==> src/rtl/nvdec_pkg.sv <==
// Shared types for the partitioned NVRAM decoder.
// Assumes a 16-bit core address space.
package nvdec_pkg;
    localparam int CORE_AW = 16;

    typedef enum logic [1:0] {
        TGT_NONE = 2'd0,
        TGT_RAM  = 2'd1,
        TGT_RTC  = 2'd2,
        TGT_XBUS = 2'd3
    } tgt_e;
endpackage

==> src/rtl/nvdec_bound.sv <==
// Computes the effective partition boundary and whether partitioning is active.
// Assumes CW is wide enough to hold both the RAM size and part_code << PAGE_AW.
module nvdec_bound
    import nvdec_pkg::*;
#(
    parameter int RAM_AW  = 16,
    parameter int PAGE_AW = 12,
    parameter int CW      = 18
) (
    input  logic                     flat_mode,
    input  logic [CORE_AW-PAGE_AW:0] part_code,
    output logic [CW-1:0]            bound,
    output logic                     part_en
);
    localparam logic [CW-1:0] RAM_SIZE = CW'(1) << RAM_AW;

    logic [CW-1:0] raw_bound;

    // Scale the code to bytes and clamp it to the top of RAM.
    always_comb begin
        raw_bound = CW'(part_code) << PAGE_AW;
        bound     = (raw_bound > RAM_SIZE) ? RAM_SIZE : raw_bound;
    end

    // A RAM wider than the core space only supports the flat mapping.
    generate
        if (RAM_AW > CORE_AW) begin : g_flat_only
            assign part_en = 1'b0;
        end else begin : g_part_ok
            assign part_en = ~flat_mode;
        end
    endgenerate
endmodule

==> src/rtl/nvdec_classify.sv <==
// Classifies one access into a target and computes the physical RAM address.
// Assumes bound <= RAM size; purely combinational.
module nvdec_classify
    import nvdec_pkg::*;
#(
    parameter int RAM_AW = 16,
    parameter int CW     = 18
) (
    input  logic               acc_valid,
    input  logic               acc_data,
    input  logic               acc_write,
    input  logic [CORE_AW-1:0] acc_addr,
    input  logic               part_en,
    input  logic [CW-1:0]      bound,
    input  logic               clk_win,
    input  logic               lockout,
    output tgt_e               tgt,
    output logic [RAM_AW-1:0]  phys,
    output logic               wr_ok
);
    localparam logic [CW-1:0] RAM_SIZE = CW'(1) << RAM_AW;
    localparam logic [CW-1:0] HALF     = RAM_SIZE >> 1;

    logic [CW-1:0] a;

    // Decide the target, the write permission and the RAM address.
    always_comb begin
        a     = CW'(acc_addr);
        tgt   = TGT_NONE;
        phys  = '0;
        wr_ok = 1'b0;
        if (acc_valid && !lockout) begin
            if (!acc_data) begin
                if (part_en ? (a < bound) : (a < HALF)) begin
                    tgt  = TGT_RAM;
                    phys = a[RAM_AW-1:0];
                end
            end else if (clk_win) begin
                tgt   = TGT_RTC;
                wr_ok = acc_write;
            end else if (!part_en) begin
                if (a < HALF) begin
                    tgt   = TGT_RAM;
                    phys  = a[RAM_AW-1:0] + HALF[RAM_AW-1:0];
                    wr_ok = acc_write;
                end else begin
                    tgt   = TGT_XBUS;
                    wr_ok = acc_write;
                end
            end else if (a < bound) begin
                if (!acc_write) begin
                    tgt  = TGT_RAM;
                    phys = a[RAM_AW-1:0];
                end
            end else if (a < RAM_SIZE) begin
                tgt   = TGT_RAM;
                phys  = a[RAM_AW-1:0];
                wr_ok = acc_write;
            end else begin
                tgt   = TGT_XBUS;
                wr_ok = acc_write;
            end
        end
    end
endmodule

==> src/rtl/nvdec_drive.sv <==
// Registers the decision and drives the bank enables, clock enable,
// bus select and write strobe.
// Assumes RAM_AW > BANK_AW.
module nvdec_drive
    import nvdec_pkg::*;
#(
    parameter int RAM_AW  = 16,
    parameter int BANK_AW = 15
) (
    input  logic                           clk,
    input  logic                           rst_n,
    input  tgt_e                           tgt,
    input  logic [RAM_AW-1:0]              phys,
    input  logic                           wr_ok,
    output logic [(1<<(RAM_AW-BANK_AW))-1:0] ram_ce_n,
    output logic                           rtc_ce_n,
    output logic                           xbus_sel,
    output logic                           we_n,
    output logic [RAM_AW-1:0]              ram_addr
);
    localparam int BSEL_W = RAM_AW - BANK_AW;
    localparam int NBANK  = 1 << BSEL_W;

    logic ram_q, rtc_q, xbus_q;

    // Capture the decision of this cycle; reset to all inactive.
    always_ff @(posedge clk) begin
        if (!rst_n) begin
            ram_q    <= 1'b0;
            rtc_q    <= 1'b0;
            xbus_q   <= 1'b0;
            we_n     <= 1'b1;
            ram_addr <= '0;
        end else begin
            ram_q    <= (tgt == TGT_RAM);
            rtc_q    <= (tgt == TGT_RTC);
            xbus_q   <= (tgt == TGT_XBUS);
            we_n     <= !(wr_ok && (tgt != TGT_NONE));
            ram_addr <= (tgt == TGT_RAM) ? phys : '0;
        end
    end

    assign rtc_ce_n = ~rtc_q;
    assign xbus_sel = xbus_q;

    // One active-low enable per bank, decoded from the upper address bits.
    generate
        for (genvar i = 0; i < NBANK; i++) begin : g_bank
            assign ram_ce_n[i] = !(ram_q && (ram_addr[RAM_AW-1:BANK_AW] == BSEL_W'(i)));
        end
    endgenerate


    one_target_chk: assert property (@(posedge clk) disable iff (!rst_n)
        $onehot0({!(&ram_ce_n), !rtc_ce_n, xbus_sel}));

    one_bank_chk: assert property (@(posedge clk) disable iff (!rst_n)
        $onehot0(~ram_ce_n));

    strobe_has_target_chk: assert property (@(posedge clk) disable iff (!rst_n)
        !we_n |-> (!(&ram_ce_n) || !rtc_ce_n || xbus_sel));
endmodule

==> src/rtl/nvram_part_decoder.sv <==
// Top of the partitioned NVRAM decoder: boundary logic, access
// classification and registered output drive.
// Assumes one access per cycle, with mode inputs valid alongside it.
module nvram_part_decoder
    import nvdec_pkg::*;
#(
    parameter int RAM_AW  = 16,
    parameter int BANK_AW = 15,
    parameter int PAGE_AW = 12
) (
    input  logic                             clk,
    input  logic                             rst_n,
    input  logic                             acc_valid,
    input  logic                             acc_data,
    input  logic                             acc_write,
    input  logic [CORE_AW-1:0]               acc_addr,
    input  logic                             flat_mode,
    input  logic [CORE_AW-PAGE_AW:0]         part_code,
    input  logic                             clk_win,
    input  logic                             lockout,
    output logic [(1<<(RAM_AW-BANK_AW))-1:0] ram_ce_n,
    output logic                             rtc_ce_n,
    output logic                             xbus_sel,
    output logic                             we_n,
    output logic [RAM_AW-1:0]                ram_addr
);
    localparam int CW = ((CORE_AW > RAM_AW) ? CORE_AW : RAM_AW) + 2;

    logic [CW-1:0]     bound;
    logic              part_en;
    tgt_e              tgt;
    logic [RAM_AW-1:0] phys;
    logic              wr_ok;

    nvdec_bound #(.RAM_AW(RAM_AW), .PAGE_AW(PAGE_AW), .CW(CW)) u_bound (
        .flat_mode (flat_mode),
        .part_code (part_code),
        .bound     (bound),
        .part_en   (part_en)
    );

    nvdec_classify #(.RAM_AW(RAM_AW), .CW(CW)) u_class (
        .acc_valid (acc_valid),
        .acc_data  (acc_data),
        .acc_write (acc_write),
        .acc_addr  (acc_addr),
        .part_en   (part_en),
        .bound     (bound),
        .clk_win   (clk_win),
        .lockout   (lockout),
        .tgt       (tgt),
        .phys      (phys),
        .wr_ok     (wr_ok)
    );

    nvdec_drive #(.RAM_AW(RAM_AW), .BANK_AW(BANK_AW)) u_drive (
        .clk      (clk),
        .rst_n    (rst_n),
        .tgt      (tgt),
        .phys     (phys),
        .wr_ok    (wr_ok),
        .ram_ce_n (ram_ce_n),
        .rtc_ce_n (rtc_ce_n),
        .xbus_sel (xbus_sel),
        .we_n     (we_n),
        .ram_addr (ram_addr)
    );


    lockout_quiet_chk: assert property (@(posedge clk) disable iff (!rst_n)
        lockout |=> (&ram_ce_n) && rtc_ce_n && !xbus_sel && we_n);

    fetch_local_chk: assert property (@(posedge clk) disable iff (!rst_n)
        (acc_valid && !acc_data) |=> !xbus_sel && rtc_ce_n && we_n);

    idle_quiet_chk: assert property (@(posedge clk) disable iff (!rst_n)
        !acc_valid |=> (&ram_ce_n) && rtc_ce_n && !xbus_sel && we_n);

    program_protect_chk: assert property (@(posedge clk) disable iff (!rst_n)
        (acc_valid && acc_data && acc_write && part_en && !clk_win && !lockout
         && (CW'(acc_addr) < bound)) |=> we_n && (&ram_ce_n) && !xbus_sel);

    clock_window_chk: assert property (@(posedge clk) disable iff (!rst_n)
        (acc_valid && acc_data && clk_win && !lockout) |=> !rtc_ce_n && (&ram_ce_n) && !xbus_sel);

    bound_clamp_chk: assert property (@(posedge clk) disable iff (!rst_n)
        bound <= (CW'(1) << RAM_AW));
endmodule

==> config.mk <==
export PLATFORM = sky130hd
export DESIGN_NAME = nvram_part_decoder
export DESIGN_NICKNAME = d
export VERILOG_FILES = /design/src/rtl/nvdec_pkg.sv /design/src/rtl/nvdec_bound.sv /design/src/rtl/nvdec_classify.sv /design/src/rtl/nvdec_drive.sv /design/src/rtl/nvram_part_decoder.sv
export SDC_FILE = /design/constraint.sdc
export NUM_CORES = 1
export LEC_CHECK = 0
export BUFFER_PORTS_ARGS = -buffer_cell sky130_fd_sc_hd__buf_2
export CAP_MARGIN = 25
export CORE_MARGIN = 2
export CORE_UTILIZATION = 45
export CTS_CLUSTER_DIAMETER = 150
export DETAILED_ROUTE_END_ITERATION = 6
export PLACE_DENSITY = 0.77
export SYNTH_ARGS = -nofsm -noshare
export SYNTH_HDL_FRONTEND = slang
export SYNTH_HIERARCHICAL = 1
export SYNTH_SLANG_ARGS = --single-unit
==> constraint.sdc <==
create_clock -name clk -period 2.73 [get_ports clk]
set_input_delay 0.4095 -clock clk [delete_from_list [all_inputs] [get_ports clk]]
set_output_delay 0.4095 -clock clk [all_outputs]
set_load 0.05 [all_outputs]
==> flow_metrics.tcl, run 1 <==
set metrics [dict create \
    outcome "completed" \
    place_area_um2 1850 \
    avgSynthCellArea_um2 8.91 \
    routed-via-count 1349 \
    finalHoldViolations 0 \
    period_needed_ps 2510 \
    drc 0 \
    io_pins 50 \
    antenna_found_initial 0 \
    first_pass_iters 4 \
    muxShareOfSynthArea_pct 0 \
    setup_violations 0 \
    syn_inst 186 \
    cts_tree "built" \
    ir_worst_vdd_v 0.000139 \
    crit_fanout 15 \
    synthTopCellsByArea "dfxtp_1, ha_1, and4b_1" \
    start_util_pct 45.9 \
    end_kind "flip-flop" \
    ys.flop_type "dfxtp_1" \
    synth_compound_area_share_pct 19.9 \
    nFillCells 360 \
    maxSlewHeadroom_pct 42.5 \
    dp_hpwl_mm 2.46 \
    ctsHoldBuffers 0 \
    synth-simple-area-share_pct 26.7 \
    power.leakage_nw 0.927 \
    synth_top_area_share_pct 24.2 \
    fin_crit_sh_pct 91.9 \
    max_cap_viol_count 0 \
    synth_fa_ha_area_share_pct 11.3 \
    clockRootBuffer "clkbuf_8" \
    synth-seq-cells 20 \
    grt_overflow 0 \
    min-delay-start "rst_n" \
    drive_above_1_share_pct 33.6 \
    cts_resized 0 \
    setup_tns_ps 0 \
    synthXorXnorAreaFrac_pct 0 \
    synth_top_family_by_area "simple AND/OR/NAND/NOR gates" \
    rsz0062_at_grt "false" \
    gp_congestion 0.771 \
    synth-async-reset-ratio_pct 0 \
    powerDensity_nw_per_um2 329 \
    worstSetupPathType "input port to flip-flop" \
    fp.dieH_um 64.7 \
    worstPathRequired_ps 2870 \
    die_w_um 64.7 \
    yosys_warnings 6 \
    cts_sinks 20 \
    areaGrowthSynthToFinish_pct 14.2 \
    placeableCoreArea_um2 3610 \
    final_area_um2 1890 \
    fp.dieArea_um2 4180 \
    hp-class "input port to flip-flop" \
    yosysTopAreaCell "dfxtp_1" \
    cts_htree_levels 1 \
    synth-edff-count 0 \
    grtUsageTotal_pct 15.1 \
    cts_buffers 3 \
    critPathArrivalTime_ps 2650 \
    cts_buffer_depth 2 \
    drt-total-wl_mm 2.96 \
    antenna_cells 0 \
    num_rows 22 \
    finalMaxSlewViolations 0 \
    fmax_mhz 398 \
    max_slew.worst_pin.slew_ps 861 \
    grt_pass1_wl_mm 5.04 \
    ys_seq_area_share_pct 24.2 \
    io_buffer_count 49 \
    hold_depth 2 \
    ant_nets 0 \
    grt_start_max_net_pins 21 \
    grt_pass1_vias 1225 \
    layout.nets 275 \
    yosys.cell_types.count 46 \
    via_per_inst 4.87 \
    path_clk_slew_ps 60 \
    whs_ps 519 \
    syn_area_um2 1660 \
    total_power_w 0.000623 \
    hold_end "u_drive/we_n" \
    wl_per_cell_um 10.7 \
    post_cts.repair.setup_buffers 0 \
    first_iter_violations 51 \
    crit_path_start_kind "input port" \
    final_util_pct 52.5 \
]
[critical path, stage by stage]
cell,delay (ps)
buf_2,130
nor2b_1,100
inv_1,50
ha_1,330
nand4bb_4,140
nor2_1,190
nand2_1,140
o2111ai_2,720
a31oi_1,180
and4b_1,260
[registers in the layout, indices dropped and copies added, names as in the netlist]
name,count
u_drive/rtc_q,1
u_drive/xbus_sel,1
u_drive/ram_q,1
u_drive/we_n,1
u_drive/ram_addr,16
[per-stage QoR]
stage / setup WS (ps) / std cells
6_report: 220 / 277
5_1_grt: 26.0 / 277
4_1_cts: 196 / 277
3_5_place_dp: -81.8 / 274
3_3_place_gp: 13.5 / 274
2_1_floorplan: 434 / 198
[final cells by class]
type                    instances  area, µm²  area share (%)
multi-input cells             123       1010            53.4
flip-flops and latches         20        400            21.2
repair buffers                 51        260            13.8
inverters                      32        120            6.35
well taps                      48       60.1            3.17
clock buffers                   3       41.3            2.18
[logic make-up (layout without fill, tap and decap cells)]
group / Yosys count / after routing
AO/OA/AOI/OAI: 37 / 37
buffers and inverters: 55 / 86
flip-flops: 20 / 20
other: 1 / 13
adder cells (fa/ha/maj): 15 / 15
AND/OR/NAND/NOR: 58 / 58
[placed cells by master (no fill, tap or decap), drive strengths merged, types with 3 or more instances in the layout]
cell and instances:
dfxtp 20, nand2b 4, nand2 10, nor3 3, and4b 17, nor2 3
a31oi 15, clkbuf 3, inv 32, conb 13, ha 15, nor2b 5
a21oi 9, buf 51
[Yosys cell counts, drive strengths merged, types with 2 or more instances]
library cell	n
a31oi	15
nand3	2
and3b	2
and2b	2
nand2b	4
a21oi	9
and3	2
o2111a	2
inv	32
ha	15
buf	22
nor3	3
nand2	10
and2	2
nor2	3
o2111ai	2
nor2b	5
o211ai	2
dfxtp	20
and4b	17
[power by group]
part | internal [W] | total [W] | switching [W] | leakage (nW)
registers | 0.000294 | 0.000294 | 0.000000496 | 0.161
clock network | 0.0000980 | 0.000180 | 0.0000822 | 0.0216
logic | 0.0000639 | 0.000149 | 0.0000852 | 0.744
[worst max-delay path by stage]
stage	to	startpoint	depth (start not counted)	slack, ps
3_3_place_gp	u_drive/ram_addr[11]	part_code[4]	10	10
2_1_floorplan	u_drive/rtc_q	part_code[3]	10	430
6_report	u_drive/ram_addr[3]	part_code[4]	10	220
4_1_cts	u_drive/ram_addr[3]	part_code[4]	10	200
5_1_grt	u_drive/ram_addr[3]	part_code[4]	10	30
3_5_place_dp	u_drive/ram_addr[3]	part_code[4]	10	-80
[per-layer routing]
layer  part of all wire, %  vias to the layer above  routed length, µm  track usage (%)
met3                   5.2                        5                155             1.74
met5                     0                        -                  0                0
met2                    45                       39               1340             25.9
met4                   1.7                        0                 50             6.38
met1                    48                      587               1420             19.1
li1                      -                      718                  -                -
(Power assumes the default switching activity.)
==> run 2: changes to the inputs <==
Settings changed: RECOVER_POWER set to 50, SLEW_MARGIN set to 15.
==> flow_metrics.tcl, run 2 (same netlist as run 1, synthesis figures left out) <==
set metrics [dict create \
    switchingPower_w 0.000168 \
    layout.nets 275 \
    drc 0 \
    worstPathRequired_ps 2870 \
    hp-class "input port to flip-flop" \
    rsz0062_at_grt "false" \
    crit_fanout 15 \
    antenna_cells 0 \
    cts_sinks 20 \
    areaGrowthSynthToFinish_pct 12.7 \
    gp_congestion 0.771 \
    fin_crit_sh_pct 92.0 \
    clock_power_share_pct 28.9 \
    mostFrequentLayoutCell "inv_1" \
    ant_nets 0 \
    final_cell_mix "inv_1, buf_2, clkbuf_1, dfxtp_1, and4b_1" \
    antenna_found_initial 0 \
    io_pins 50 \
    power.leakage_nw 0.849 \
    num_rows 22 \
    drt-total-wl_mm 2.99 \
    finalMaxSlewViolations 0 \
    setup_violations 0 \
    io_buffer_count 49 \
    final_util_pct 51.8 \
    period_needed_ps 2510 \
    grt_start_max_net_pins 21 \
    ir_worst_vdd_v 0.000139 \
    placeableCoreArea_um2 3610 \
    place_area_um2 1850 \
    largest_reg_flops 16 \
    die_w_um 64.7 \
    hold_depth 2 \
    grt_pass1_vias 1225 \
    grt_overflow 0 \
    path_clk_slew_ps 60 \
    power.internal_w 0.000455 \
    powerDensity_nw_per_um2 334 \
    cts_resized 0 \
    critPathArrivalTime_ps 2660 \
    post_cts.repair.setup_buffers 0 \
    crit_path_start_kind "input port" \
    comb_power_share_pct 23.9 \
    clockRootBuffer "clkbuf_8" \
    first_pass_iters 4 \
    end_kind "flip-flop" \
    fp.dieArea_um2 4180 \
    via_per_inst 4.86 \
    cts_tree "built" \
    setup_tns_ps 0 \
    start_util_pct 45.9 \
    wl_per_cell_um 10.8 \
    netSwitchingFraction_pct 26.9 \
    final_area_um2 1870 \
    placedCellCount 274 \
    regMostFlops "u_drive/ram_addr" \
    maxSlewHeadroom_pct 42.7 \
    worstSetupPathType "input port to flip-flop" \
    total_power_w 0.000623 \
    first_iter_violations 52 \
    cts_buffer_depth 2 \
    routed-via-count 1346 \
    nFillCells 376 \
    cts_buffers 3 \
    grtUsageTotal_pct 15.1 \
    fmax_mhz 398 \
    finalHoldViolations 0 \
    outcome "completed" \
    power_frac_seq_pct 47.2 \
    drive_above_1_share_pct 24.9 \
    fin_cells 277 \
    grt_pass1_wl_mm 5.04 \
    dp_hpwl_mm 2.46 \
    max_cap_viol_count 0 \
    ctsHoldBuffers 0 \
    max_slew.worst_pin.slew_ps 859 \
    cts_htree_levels 1 \
    fp.dieH_um 64.7 \
]
-- run 2: worst paths after layout --
path         start  slack [ps]                   to
min          rst_n         520         u_drive/we_n
max   part_code[4]         220  u_drive/ram_addr[3]
-- run 2: metal layers --
layer | GRT usage [%] | routed length [µm]
met5 | 0 | 0
met3 | 1.74 | 160
met2 | 25.9 | 1330
met4 | 6.38 | 50
met1 | 19.1 | 1450
-- run 2: cell type report --
class	count	area [µm²]	area share (%)
well taps	48	60.1	3.22
multi-input cells	123	1010	54.1
clock buffers	3	41.3	2.21
inverters	32	120	6.43
flip-flops and latches	20	400	21.4
repair buffers	51	235	12.6
-- run 2: critical path: stages --
cell	delay (ps)
buf_2	130
nor2b_1	100
inv_1	50
ha_1	330
nand4bb_4	140
nor2_1	190
nand2_1	140
o2111ai_2	720
a31oi_1	180
and4b_1	260
-- run 2: stage by stage --
step | setup slack [ps] | hold WS [ps]
2_1_floorplan | 434 | 620
3_3_place_gp | 13.5 | 748
3_5_place_dp | -81.8 | 771
4_1_cts | 196 | 506
5_1_grt | 26.0 | 543
6_report | 219 | 518
-- run 2: power by group through the flow --
stage / combinational (W) / sequential (W) / clock (W)
floorplan: 0.000116 / 0.000304 / 0
global placement: 0.000145 / 0.000300 / 0
detailed placement: 0.000149 / 0.000301 / 0
CTS: 0.000149 / 0.000294 / 0.000186
global route: 0.000170 / 0.000294 / 0.000200
finish: 0.000149 / 0.000294 / 0.000180
